### config.mk
export PLATFORM = sky130hd
export DESIGN_NAME = frame_rx
export DESIGN_NICKNAME = d
export VERILOG_FILES = /design/src/rtl/frame_rx_pkg.sv /design/src/rtl/line_sync.sv /design/src/rtl/bit_timer.sv /design/src/rtl/bit_counter.sv /design/src/rtl/shift_reg.sv /design/src/rtl/frame_rx.sv
export SDC_FILE = /design/constraint.sdc
export NUM_CORES = 1
export LEC_CHECK = 0
export ABC_AREA = 1
export CAP_MARGIN = 20
export CORE_MARGIN = 1.5
export CORE_UTILIZATION = 60
export CTS_BUF_LIST = sky130_fd_sc_hd__clkbuf_4 sky130_fd_sc_hd__clkbuf_8
export CTS_CLUSTER_DIAMETER = 150
export DETAILED_ROUTE_END_ITERATION = 10
export PLACE_DENSITY = 0.83
export SLEW_MARGIN = 10
export SYNTH_ARGS = -nofsm -noshare
export SYNTH_HDL_FRONTEND = slang
export SYNTH_SLANG_ARGS = --single-unit
### constraint.sdc
create_clock -name clk_i -period 3.22 [get_ports clk_i]
set_input_delay 0.322 -clock clk_i [delete_from_list [all_inputs] [get_ports clk_i]]
set_output_delay 0.322 -clock clk_i [all_outputs]
set_load 0.005 [all_outputs]
### src/rtl/frame_rx_pkg.sv
package frame_rx_pkg;

    typedef enum logic [2:0] {
        ST_IDLE    = 3'd0,
        ST_START   = 3'd1,
        ST_DATA    = 3'd2,
        ST_READY   = 3'd3,
        ST_RECOVER = 3'd4
    } rx_state_e;

endpackage

### src/rtl/line_sync.sv
module line_sync #(
    parameter int STAGES = 2
) (
    input  logic clk_i,
    input  logic rst_i,
    input  logic d_i,
    output logic q_o
);
    logic [STAGES-1:0] chain_d;
    logic [STAGES-1:0] chain_q;

    for (genvar i = 0; i < STAGES; i++) begin : g_stage
        if (i == 0) begin : g_first
            assign chain_d[i] = d_i;
        end else begin : g_next
            assign chain_d[i] = chain_q[i-1];
        end
    end

    always_ff @(posedge clk_i) begin
        if (rst_i) chain_q <= '0;
        else       chain_q <= chain_d;
    end

    assign q_o = chain_q[STAGES-1];
endmodule

### src/rtl/bit_timer.sv
module bit_timer #(
    parameter int PERIOD = 16,
    parameter int PRESET = 6
) (
    input  logic clk_i,
    input  logic rst_i,
    input  logic load_i,
    output logic tick_o
);
    localparam int CW = (PERIOD > 1) ? $clog2(PERIOD) : 1;
    localparam logic [CW-1:0] TOP  = CW'(PERIOD - 1);
    localparam logic [CW-1:0] INIT = CW'(PRESET);

    logic [CW-1:0] cnt_d;
    logic [CW-1:0] cnt_q;

    always_comb begin
        if (load_i)              cnt_d = INIT;
        else if (cnt_q == '0)    cnt_d = TOP;
        else                     cnt_d = cnt_q - 1'b1;
    end

    always_ff @(posedge clk_i) begin
        if (rst_i) cnt_q <= INIT;
        else       cnt_q <= cnt_d;
    end

    assign tick_o = (cnt_q == '0);
endmodule

### src/rtl/bit_counter.sv
module bit_counter #(
    parameter int COUNT = 8
) (
    input  logic clk_i,
    input  logic rst_i,
    input  logic load_i,
    input  logic dec_i,
    output logic zero_o
);
    localparam int CW = $clog2(COUNT + 1);
    localparam logic [CW-1:0] FULL = CW'(COUNT);

    logic [CW-1:0] cnt_d;
    logic [CW-1:0] cnt_q;

    always_comb begin
        cnt_d = cnt_q;
        if (load_i)                   cnt_d = FULL;
        else if (dec_i && cnt_q != '0) cnt_d = cnt_q - 1'b1;
    end

    always_ff @(posedge clk_i) begin
        if (rst_i) cnt_q <= FULL;
        else       cnt_q <= cnt_d;
    end

    assign zero_o = (cnt_q == '0);
endmodule

### src/rtl/shift_reg.sv
module shift_reg #(
    parameter int WIDTH = 8
) (
    input  logic             clk_i,
    input  logic             rst_i,
    input  logic             shift_i,
    input  logic             sin_i,
    output logic [WIDTH-1:0] q_o
);
    logic [WIDTH-1:0] sr_d;
    logic [WIDTH-1:0] sr_q;

    always_comb begin
        sr_d = sr_q;
        if (shift_i) begin
            if (WIDTH > 1) sr_d = {sin_i, sr_q[WIDTH-1:1]};
            else           sr_d = sin_i;
        end
    end

    always_ff @(posedge clk_i) begin
        if (rst_i) sr_q <= '0;
        else       sr_q <= sr_d;
    end

    assign q_o = sr_q;
endmodule

### src/rtl/frame_rx.sv
module frame_rx #(
    parameter int DATA_W       = 8,
    parameter int OVERSAMPLE   = 16,
    parameter int PHASE_PRESET = 6,
    parameter int SYNC_STAGES  = 2
) (
    input  logic              clk_i,
    input  logic              rst_i,
    input  logic              ser_i,
    output logic [DATA_W-1:0] data_o,
    output logic              ready_o
);
    import frame_rx_pkg::*;

    typedef struct packed {
        rx_state_e         state;
        logic [DATA_W-1:0] data;
        logic              ready;
    } ctl_t;

    ctl_t d, q;

    logic              line_s;
    logic              tick;
    logic              bits_zero;
    logic              timer_load;
    logic              bits_load;
    logic              shift_en;
    logic [DATA_W-1:0] shift_q;
    rx_state_e         state_q;

    line_sync #(.STAGES(SYNC_STAGES)) i_sync (
        .clk_i (clk_i),
        .rst_i (rst_i),
        .d_i   (ser_i),
        .q_o   (line_s)
    );

    bit_timer #(.PERIOD(OVERSAMPLE), .PRESET(PHASE_PRESET)) i_timer (
        .clk_i  (clk_i),
        .rst_i  (rst_i),
        .load_i (timer_load),
        .tick_o (tick)
    );

    bit_counter #(.COUNT(DATA_W)) i_bits (
        .clk_i  (clk_i),
        .rst_i  (rst_i),
        .load_i (bits_load),
        .dec_i  (shift_en),
        .zero_o (bits_zero)
    );

    shift_reg #(.WIDTH(DATA_W)) i_shift (
        .clk_i   (clk_i),
        .rst_i   (rst_i),
        .shift_i (shift_en),
        .sin_i   (line_s),
        .q_o     (shift_q)
    );

    always_comb begin
        d          = q;
        timer_load = 1'b0;
        bits_load  = 1'b0;
        shift_en   = 1'b0;
        unique case (q.state)
            ST_IDLE: begin
                timer_load = 1'b1;
                bits_load  = 1'b1;
                if (line_s) d.state = ST_START;
            end
            ST_START: begin
                if (!line_s)   d.state = ST_IDLE;
                else if (tick) d.state = ST_DATA;
            end
            ST_DATA: begin
                if (tick) begin
                    if (!bits_zero) begin
                        shift_en = 1'b1;
                    end else if (!line_s) begin
                        d.state = ST_READY;
                        d.data  = shift_q;
                    end else begin
                        d.state = ST_RECOVER;
                    end
                end
            end
            ST_READY: begin
                if (tick) d.state = ST_IDLE;
            end
            ST_RECOVER: begin
                if (!line_s) d.state = ST_IDLE;
            end
            default: d.state = ST_IDLE;
        endcase
        d.ready = (d.state == ST_READY);
    end

    always_ff @(posedge clk_i) begin
        if (rst_i) begin
            q.state <= ST_IDLE;
            q.data  <= '0;
            q.ready <= 1'b0;
        end else begin
            q <= d;
        end
    end

    assign state_q = q.state;
    assign data_o  = q.data;
    assign ready_o = q.ready;
endmodule

==> flow_summary_export.csv, run 1 <==
group,metric,value,unit
sta,finalSetupViolations,0,
sta,fmax,651,MHz
floorplanning,row_count,16,
floorplanning,dieHeight,49.6,um
sta,max-slew-margin-rel,68.8,%
clocking,post_cts_buffers,0,
power,vdd_drop_max,0.000327,V
logic_synthesis,synth_area,1300,sq um
logic_synthesis,ys_seq_elements,30,
sta,tns,0,ns
detailed_routing,dr.pass1.iters,4,
sta,clock_skew,0.00603,ns
logic_synthesis,ys.flop_type,"dfxtp_1",
cells_and_area,drive_gt1_share,11.6,%
worst_setup_path,start_kind,"flip-flop",
sta,period_needed,1.54,ns
worst_setup_path,crit_required,2.90,ns
logic_synthesis,syn-num-nets,178,
cells_and_area,area_growth,13.3,%
outcome,status,"complete, no violations",
logic_synthesis,synthCells,173,
floorplanning,initial_core_util,65.0,%
grt,grt_max_degree,20,
logic_synthesis,async_flop_share,0,%
clocking,cts.path.max_buffers,2,
detailed_routing,drc_errors,0,
logic_synthesis,synth_commonest_cells,"46 x nor2_1, 30 x dfxtp_1, 22 x nand2_1",
placed_design,gp_congestion,0.784,
detailed_routing,ant_nets,0,
logic_synthesis,synth_area_leaders,"dfxtp_1 46%, nor2_1 13%, nand2_1 6.3%",
power,powerDensity,427,nW/um^2
power,p_leak,0.000629,uW
logic_synthesis,yosysWarnings,0,
logic_synthesis,yosys.area.top_type,"dfxtp_1",
worst_setup_path,cp_slowest_cell,"clkdlybuf4s50_1",
clocking,ctsHoldBuffers,0,
grt,overflow,0,
clocking,ctsRootBufferMaster,"clkbuf_4",
worst_setup_path,setup.worst_path.end_class,"output pin",
clocking,cts_max_level,2,
logic_synthesis,ys_types,22,
cells_and_area,nets,193,
logic_synthesis,syn_avg_cell_area,7.52,sq um
logic_synthesis,synth_top_area_share,46.2,%
hold_path,min_path_type,"reg -> reg",
sta,finalMaxSlewViolations,0,
clocking,clock-sinks,30,
floorplanning,die_w,49.6,um
clocking,tritoncts,"built",
clocking,ctsResizeCount,0,
worst_setup_path,cpPeakStageDelay,0.53,ns
detailed_routing,vias,1068,
grt,grt_pass1_wl,4060,um
sta,tightestPinTransition,0.467,ns
worst_setup_path,crit_buf_inv,1,
detailed_routing,vias_per_cell,4.94,
logic_synthesis,synth_most_common_cell,"nor2_1",
worst_setup_path,critPathMaxFanout,2,
detailed_routing,wl,2330,um
floorplanning,coreArea,2000,sq um
detailed_routing,drt_iter0_markers,22,
logic_synthesis,ys_seq_area_share,46.2,%
placed_design,dpl_worst_slack,1.42,ns
grt,grt_pass1_vias,943,
clocking,clk_latency,0.33,ns
worst_setup_path,cp_cell_sequence,"clkdlybuf4s50_1",
detailed_routing,wire_per_inst,10.8,um
worst_setup_path,cp_top_family,"buffers and inverters",
grt,grt_usage,21.9,%
sta,finalCritPeriodShare,47.7,%
placed_design,port_buffers,11,
logic_synthesis,synth_edf_count,0,
cells_and_area,antenna_cells,0,
clocking,cts_buffers,5,
sta,setup_ws,1.68,ns
clocking,clkTransAtPathRegs,0.10,ns
worst_setup_path,cp.arrival,1.21,ns
grt,antenna_found_initial,0,
placed_design,hpwlAfterDp,1700,um
run,cap_violations,0,
floorplanning,ioPinCount,12,
worst_setup_path,path_class,"reg -> out",
floorplanning,die_area,2460,sq um
cells_and_area,n_fill_cell,167,
sta,hold_viol,0,
sta,rsz0062_at_grt,"false",
## placed cells by master, fill, tap and decap left out, types with 3 or more instances in the layout
master / instances
clkbuf_4: 5
nor3_1: 3
a21oi_1: 5
o21ai_1: 9
o21ai_0: 10
inv_1: 19
clkdlybuf4s50_1: 11
nand3_1: 8
nor2_1: 46
nand2_1: 22
inv_2: 3
dfxtp_1: 30
## flip-flops by register name (all words and copies together), names as in the netlist
register / count
state_q: 3
i_bits.cnt_q: 4
data_o: 8
i_timer.cnt_q: 4
i_sync.chain_q: 2
ready_o: 1
i_shift.q_o: 8
## layout make-up
class	count	area (sq um)	area share, %
clock inverters	2	12.5	0.849
clock buffers	6	51.3	3.48
repair buffers	11	110	7.47
well taps	27	33.8	2.29
inverters	23	88.8	6.03
flip-flops and latches	30	601	40.7
multi-input cells	117	577	39.1
## power by group
| part | internal (uW) | total [uW] | switching, uW | leakage [uW] |
|---|---|---|---|---|
| clock | 105 | 240 | 135 | 0.0000343 |
| combinational | 6.46 | 16.4 | 9.99 | 0.000352 |
| sequential | 373 | 374 | 1.45 | 0.000242 |
| total | 484 | 630 | 146 | 0.000629 |
## cell families after synthesis
| kind of cell | Yosys count | share of synthesized area, % |
|---|---|---|
| AND/OR/NAND/NOR | 89 | 31.8 |
| adder cells (fa/ha/maj) | 2 | 1.92 |
| AO/OA/AOI/OAI | 24 | 9.23 |
| XOR/XNOR | 2 | 1.35 |
| buffers and inverters | 26 | 9.52 |
| flip-flops | 30 | 46.2 |
## stage by stage
stage	utilization (%)	hold slack (ns)	instances	total power [uW]	cell area, sq um
6_report	73.6	0.410	216	630	1470
5_1_grt	73.6	0.435	216	655	1470
4_1_cts	73.6	0.413	216	634	1470
3_5_place_dp	70.4	0.399	208	399	1410
3_3_place_gp	70.4	0.393	208	399	1410
2_1_floorplan	-	0.388	173	394	1300
## path summary, 6_finish.rpt
check	from	endpoint	slack, ns	cells past startpoint
hold reg to reg	i_sync.chain_q[0]	i_sync.chain_q[1]	0.41	2
setup / recovery	data_o[3]	data_o[3]	1.68	1
setup reg to reg	i_timer.cnt_q[0]	i_bits.cnt_q[0]	1.70	8
hold / removal	i_sync.chain_q[0]	i_sync.chain_q[1]	0.41	2
## per-layer routing
metal | vias up | wire length, um | track usage [%]
met5 | - | 0 | 0
met4 | 0 | 40 | 8.33
met3 | 6 | 78 | 7.27
met2 | 18 | 1090 | 36.2
met1 | 475 | 1120 | 26.3
li1 | 569 | - | -
No activity file was read; power rests on OpenSTA's default activity.
==> run 2, diff against run 1 <==
--- a/config.mk
+++ b/config.mk
@@ -8,11 +8,11 @@
 export ABC_AREA = 1
 export CAP_MARGIN = 20
 export CORE_MARGIN = 1.5
-export CORE_UTILIZATION = 60
+export CORE_UTILIZATION = 58
 export CTS_BUF_LIST = sky130_fd_sc_hd__clkbuf_4 sky130_fd_sc_hd__clkbuf_8
 export CTS_CLUSTER_DIAMETER = 150
 export DETAILED_ROUTE_END_ITERATION = 10
-export PLACE_DENSITY = 0.83
+export PLACE_DENSITY = 0.8
 export SLEW_MARGIN = 10
 export SYNTH_ARGS = -nofsm -noshare
 export SYNTH_HDL_FRONTEND = slang
==> constraint.sdc (replaced) <==
create_clock -name clk_i -period 1.48 [get_ports clk_i]
set_input_delay 0.148 -clock clk_i [delete_from_list [all_inputs] [get_ports clk_i]]
set_output_delay 0.148 -clock clk_i [all_outputs]
set_load 0.005 [all_outputs]
==> flow_summary_export.csv, run 2 (synthesis results as in run 1) <==
group,metric,value,unit
sta,period_needed,1.36,ns
worst_setup_path,cp.arrival,1.59,ns
worst_setup_path,cp_top_family,"simple AND/OR/NAND/NOR gates",
clocking,ctsRootBufferMaster,"clkbuf_4",
worst_setup_path,start_kind,"flip-flop",
grt,antenna_found_initial,0,
clocking,tritoncts,"built",
grt,overflow,0,
detailed_routing,wl,2380,um
cells_and_area,nets,194,
worst_setup_path,ff2ff_path_depth,7,
grt,grt_pass1_vias,998,
grt,grt_pass1_wl,4170,um
grt,grt_usage,22.1,%
placed_design,port_buffers,11,
worst_setup_path,crit_buf_inv,1,
detailed_routing,wire_per_inst,11.0,um
sta,hold_viol,0,
placed_design,hpwlAfterDp,1730,um
sta,finalCritPeriodShare,92.1,%
power,swShare,18.5,%
sta,max-slew-margin-rel,83.4,%
worst_setup_path,cpPeakStageDelay,0.32,ns
floorplanning,coreArea,2040,sq um
sta,finalSetupViolations,0,
worst_setup_path,setup.worst_path.end_class,"flip-flop",
floorplanning,die_area,2540,sq um
power,total_power,1720,uW
hold_path,min_path_type,"in -> reg",
floorplanning,ioPinCount,12,
sta,finalMaxSlewViolations,0,
detailed_routing,dr.pass1.iters,5,
floorplanning,row_count,16,
clocking,clkTransAtPathRegs,0.10,ns
sta,fmax,734,MHz
placed_design,placed_cell_area,1420,sq um
placed_design,gp_congestion,0.845,
clocking,post_cts_buffers,0,
detailed_routing,drt_iter0_markers,20,
power,pwr-share-clk,50.3,%
cells_and_area,drive_gt1_share,13.2,%
power,vdd_drop_max,0.000904,V
outcome,status,"complete, no violations",
detailed_routing,vias,1082,
sta,rsz0062_at_grt,"false",
detailed_routing,drc_errors,0,
clocking,cts_buffers,5,
power,powerDensity,1120,nW/um^2
power,combPwrFrac,2.2,%
cells_and_area,mostFrequentLayoutCells,"46 x nor2_1, 30 x dfxtp_1, 22 x nand2_1",
power,p_switching,317,uW
clocking,clk_latency,0.33,ns
worst_setup_path,cp_cell_sequence,"inv_1 -> ha_2 -> nand3_4 -> nor2_4 -> nand2_2 -> o21ai_0 -> nor2_1",
placed_design,place_inst,209,
floorplanning,initial_core_util,63.7,%
cells_and_area,antenna_cells,0,
grt,grt_max_degree,19,
power,power_frac_seq,47.5,%
floorplanning,dieHeight,50.4,um
power,p_int,1400,uW
worst_setup_path,cp_slowest_cell,"dfxtp_1",
worst_setup_path,critPathMaxFanout,8,
cells_and_area,area_growth,18.3,%
worst_setup_path,path_depth,7,
sta,tightestPinTransition,0.249,ns
sta,clock_skew,0.0124,ns
clocking,cts.path.max_buffers,2,
cells_and_area,instances_no_fill,217,
sta,tns,0,ns
hold_path,min_path_cells,3,
cells_and_area,mostFrequentLayoutCell,"nor2_1",
detailed_routing,ant_nets,0,
placed_design,dpl_worst_slack,0.0418,ns
worst_setup_path,path_class,"reg -> reg",
worst_setup_path,crit_required,1.71,ns
run,cap_violations,0,
detailed_routing,vias_per_cell,4.99,
clocking,clock-sinks,30,
cells_and_area,finish.instance_area,1540,sq um
power,p_leak,0.000656,uW
floorplanning,die_w,50.4,um
sta,setup_ws,0.118,ns
clocking,cts_max_level,2,
==> run 2: path summary, 6_finish.rpt <==
path	start	endpoint	slack, ns
worst max-delay path	i_timer.cnt_q[0]	data_o[6]	0.12
worst min-delay path	ser_i	i_sync.chain_q[0]	0.33
worst max register to register	i_timer.cnt_q[0]	data_o[6]	0.12
worst min register to register	i_sync.chain_q[0]	i_sync.chain_q[1]	0.43
==> run 2: through the flow <==
stage	utilization [%]	hold slack, ns
finish	75.4	0.335
global route	75.4	0.319
CTS	74.9	0.328
detailed placement	69.4	0.400
global placement	69.4	0.394
floorplan	-	0.219
==> run 2: cell type report <==
type                    count  area [sq um]
well taps                  27          33.8
flip-flops and latches     30           601
clock buffers               6          51.3
inverters                  23          93.8
clock inverters             2          60.1
multi-input cells         117           582
fillers                   166           503
repair buffers             12           118
==> run 2: power groups by stage <==
| stage | clock [uW] | sequential, uW | combinational (uW) |
|---|---|---|---|
| after floorplan | 0 | 832 | 24.6 |
| after global placement | 0 | 833 | 36.5 |
| after detailed placement | 0 | 833 | 37.8 |
| after CTS | 873 | 814 | 38.2 |
| after global routing | 919 | 815 | 43.8 |
| final | 863 | 815 | 38.4 |
==> run 2: worst register-to-register path: stages (launching register included) <==
cell and delay (ns):
dfxtp_1 0.32, inv_1 0.08, ha_2 0.22, nand3_4 0.14
nor2_4 0.15, nand2_2 0.12, o21ai_0 0.18, nor2_1 0.07
==> run 2: repair_timing <==
action,4_1_cts,5_1_grt
hold buffers,0,0
gates resized for setup,0,5
setup endpoints to repair,0,9
==> run 2: routing by layer <==
layer | global-route usage (%) | up-vias | wire (um)
li1 | - | 573 | -
met2 | 36.4 | 28 | 1180
met3 | 8.04 | 5 | 113
met1 | 26.4 | 476 | 1070
met4 | 7.66 | 0 | 27
met5 | 0 | - | 0
==> run 3, diff against run 2 <==
--- a/config.mk
+++ b/config.mk
@@ -13,6 +13,7 @@
 export CTS_CLUSTER_DIAMETER = 150
 export DETAILED_ROUTE_END_ITERATION = 10
 export PLACE_DENSITY = 0.8
+export REMOVE_ABC_BUFFERS = 1
 export SLEW_MARGIN = 10
 export SYNTH_ARGS = -nofsm -noshare
 export SYNTH_HDL_FRONTEND = slang
==> flow_summary_export.csv, run 3 (synthesis results as in run 1) <==
group,metric,value,unit
clocking,clkTransAtPathRegs,0.09,ns
sta,clock_skew,0.00644,ns
sta,timing.hold.ws,0.322,ns
hold_path,min_path_cells,3,
clocking,cts.path.max_buffers,2,
cells_and_area,antenna_cells,0,
clocking,post_cts_buffers,0,
detailed_routing,vias_per_cell,5.06,
floorplanning,coreArea,2040,sq um
power,powerDensity,973,nW/um^2
worst_setup_path,cpPeakStageDelay,0.32,ns
worst_setup_path,path_depth,8,
worst_setup_path,crit_required,1.74,ns
cells_and_area,mostFrequentLayoutCells,"46 x nor2_1, 30 x dfxtp_1, 22 x nand2_1",
detailed_routing,ant_nets,0,
worst_setup_path,cp.arrival,1.62,ns
outcome,status,"complete, no violations",
sta,rsz0062_at_grt,"false",
worst_setup_path,cp_slowest_cell,"dfxtp_1",
grt,grt_pass1_vias,1009,
grt,grt_max_degree,19,
worst_setup_path,ff2ff_path_depth,8,
worst_setup_path,start_kind,"flip-flop",
placed_design,hpwlAfterDp,1740,um
worst_setup_path,setup.worst_path.end_class,"flip-flop",
placed_design,place_inst,209,
floorplanning,ioPinCount,12,
grt,grt_usage,23.0,%
power,p_int,1180,uW
power,swShare,20.9,%
cells_and_area,nets,195,
sta,tns,0,ns
placed_design,gp_congestion,0.844,
clocking,ctsHoldBuffers,0,
sta,finalMaxSlewViolations,0,
clocking,cts_buffers,5,
clocking,tritoncts,"built",
detailed_routing,vias,1104,
sta,tightestPinTransition,0.251,ns
placed_design,port_buffers,11,
sta,period_needed,1.36,ns
floorplanning,die_w,50.4,um
floorplanning,dieHeight,50.4,um
floorplanning,row_count,16,
cells_and_area,final_core_utilization,74.9,%
cells_and_area,drive_gt1_share,14.7,%
sta,max-slew-margin-rel,83.2,%
cells_and_area,mostFrequentLayoutCell,"nor2_1",
worst_setup_path,cp_top_family,"simple AND/OR/NAND/NOR gates",
sta,finalCritPeriodShare,91.8,%
clocking,cts_max_level,2,
clocking,ctsRootBufferMaster,"clkbuf_4",
floorplanning,initial_core_util,63.7,%
grt,overflow,0,
grt,antenna_found_initial,0,
worst_setup_path,path_class,"reg -> reg",
floorplanning,die_area,2540,sq um
power,vdd_drop_max,0.000755,V
power,p_leak,0.000646,uW
power,pwr-share-clk,42.6,%
detailed_routing,dr.pass1.iters,4,
sta,hold_viol,0,
cells_and_area,area_growth,17.5,%
cells_and_area,n_fill_cell,167,
hold_path,min_path_type,"in -> reg",
clocking,clock-sinks,30,
power,power_frac_seq,54.7,%
detailed_routing,wl,2520,um
detailed_routing,wire_per_inst,11.6,um
power,p_switching,311,uW
detailed_routing,drc_errors,0,
run,cap_violations,0,
worst_setup_path,critPathMaxFanout,13,
sta,finalSetupViolations,0,
power,combPwrFrac,2.6,%
sta,fmax,736,MHz
worst_setup_path,cp_cell_sequence,"inv_1 -> ha_4 -> nand3_4 -> nor2_4 -> nand2_4 -> inv_8 -> nand2_1 -> a21oi_1",
grt,grt_pass1_wl,4320,um
cells_and_area,instances_no_fill,218,
detailed_routing,drt_iter0_markers,27,
clocking,clk_latency,0.33,ns
worst_setup_path,crit_buf_inv,2,
==> run 3: metal layers <==
layer	global-route usage, %	up-vias	part of all wire (%)
met1	27.2	494	44
li1	-	573	-
met5	0	-	0
met2	38.2	29	49
met3	6.25	8	4.3
met4	11.7	0	2.3
==> run 3: power by group through the flow <==
stage                     clock network, uW  logic [uW]  registers [uW]
after global placement                    0        36.3             833
after CTS                               645        37.6             814
after detailed placement                  0        37.3             833
after global routing                    677        44.7             815
final                                   635        39.3             814
after floorplan                           0        23.8             832
==> run 3: path summary, 6_finish.rpt <==
path | from | to | slack (ns)
worst max-delay path | i_timer.cnt_q[1] | i_bits.cnt_q[0] | 0.12
worst min-delay path | ser_i | i_sync.chain_q[0] | 0.32
worst min register to register | i_sync.chain_q[0] | i_sync.chain_q[1] | 0.41
worst max register to register | i_timer.cnt_q[1] | i_bits.cnt_q[0] | 0.12
==> run 3: through the flow <==
stage	worst slack, ns	cell area, sq um	power [uW]
final	0.122	1530	1490
after global routing	0.0316	1530	1540
after CTS	0.0123	1500	1500
after detailed placement	0.0308	1420	870
after global placement	0.129	1420	869
after floorplan	0.185	1270	856
==> run 3: worst register-to-register path, stage by stage, from the launching register on <==
cell and delay (ns):
dfxtp_1 0.32, inv_1 0.10, ha_4 0.16, nand3_4 0.14, nor2_4 0.16, nand2_4 0.11, inv_8 0.11, nand2_1 0.08
a21oi_1 0.12
==> run 3: layout make-up <==
| class | count | area [sq um] | area share, % |
|---|---|---|---|
| Multi-Input combinational cell | 118 | 603 | 39.4 |
| Sequential cell | 30 | 601 | 39.3 |
| Timing Repair Buffer | 12 | 118 | 7.69 |
| Inverter | 23 | 96.3 | 6.30 |
| Clock inverter | 3 | 40.0 | 2.62 |
| Clock buffer | 5 | 37.5 | 2.45 |
| Tap cell | 27 | 33.8 | 2.21 |
==> run 3: what timing repair did <==
item	in CTS	in global routing
resized for setup	1	12
endpoints found under the setup margin	2	14
gates cloned	0	1
pin swaps	0	4
hold endpoints to repair	0	0
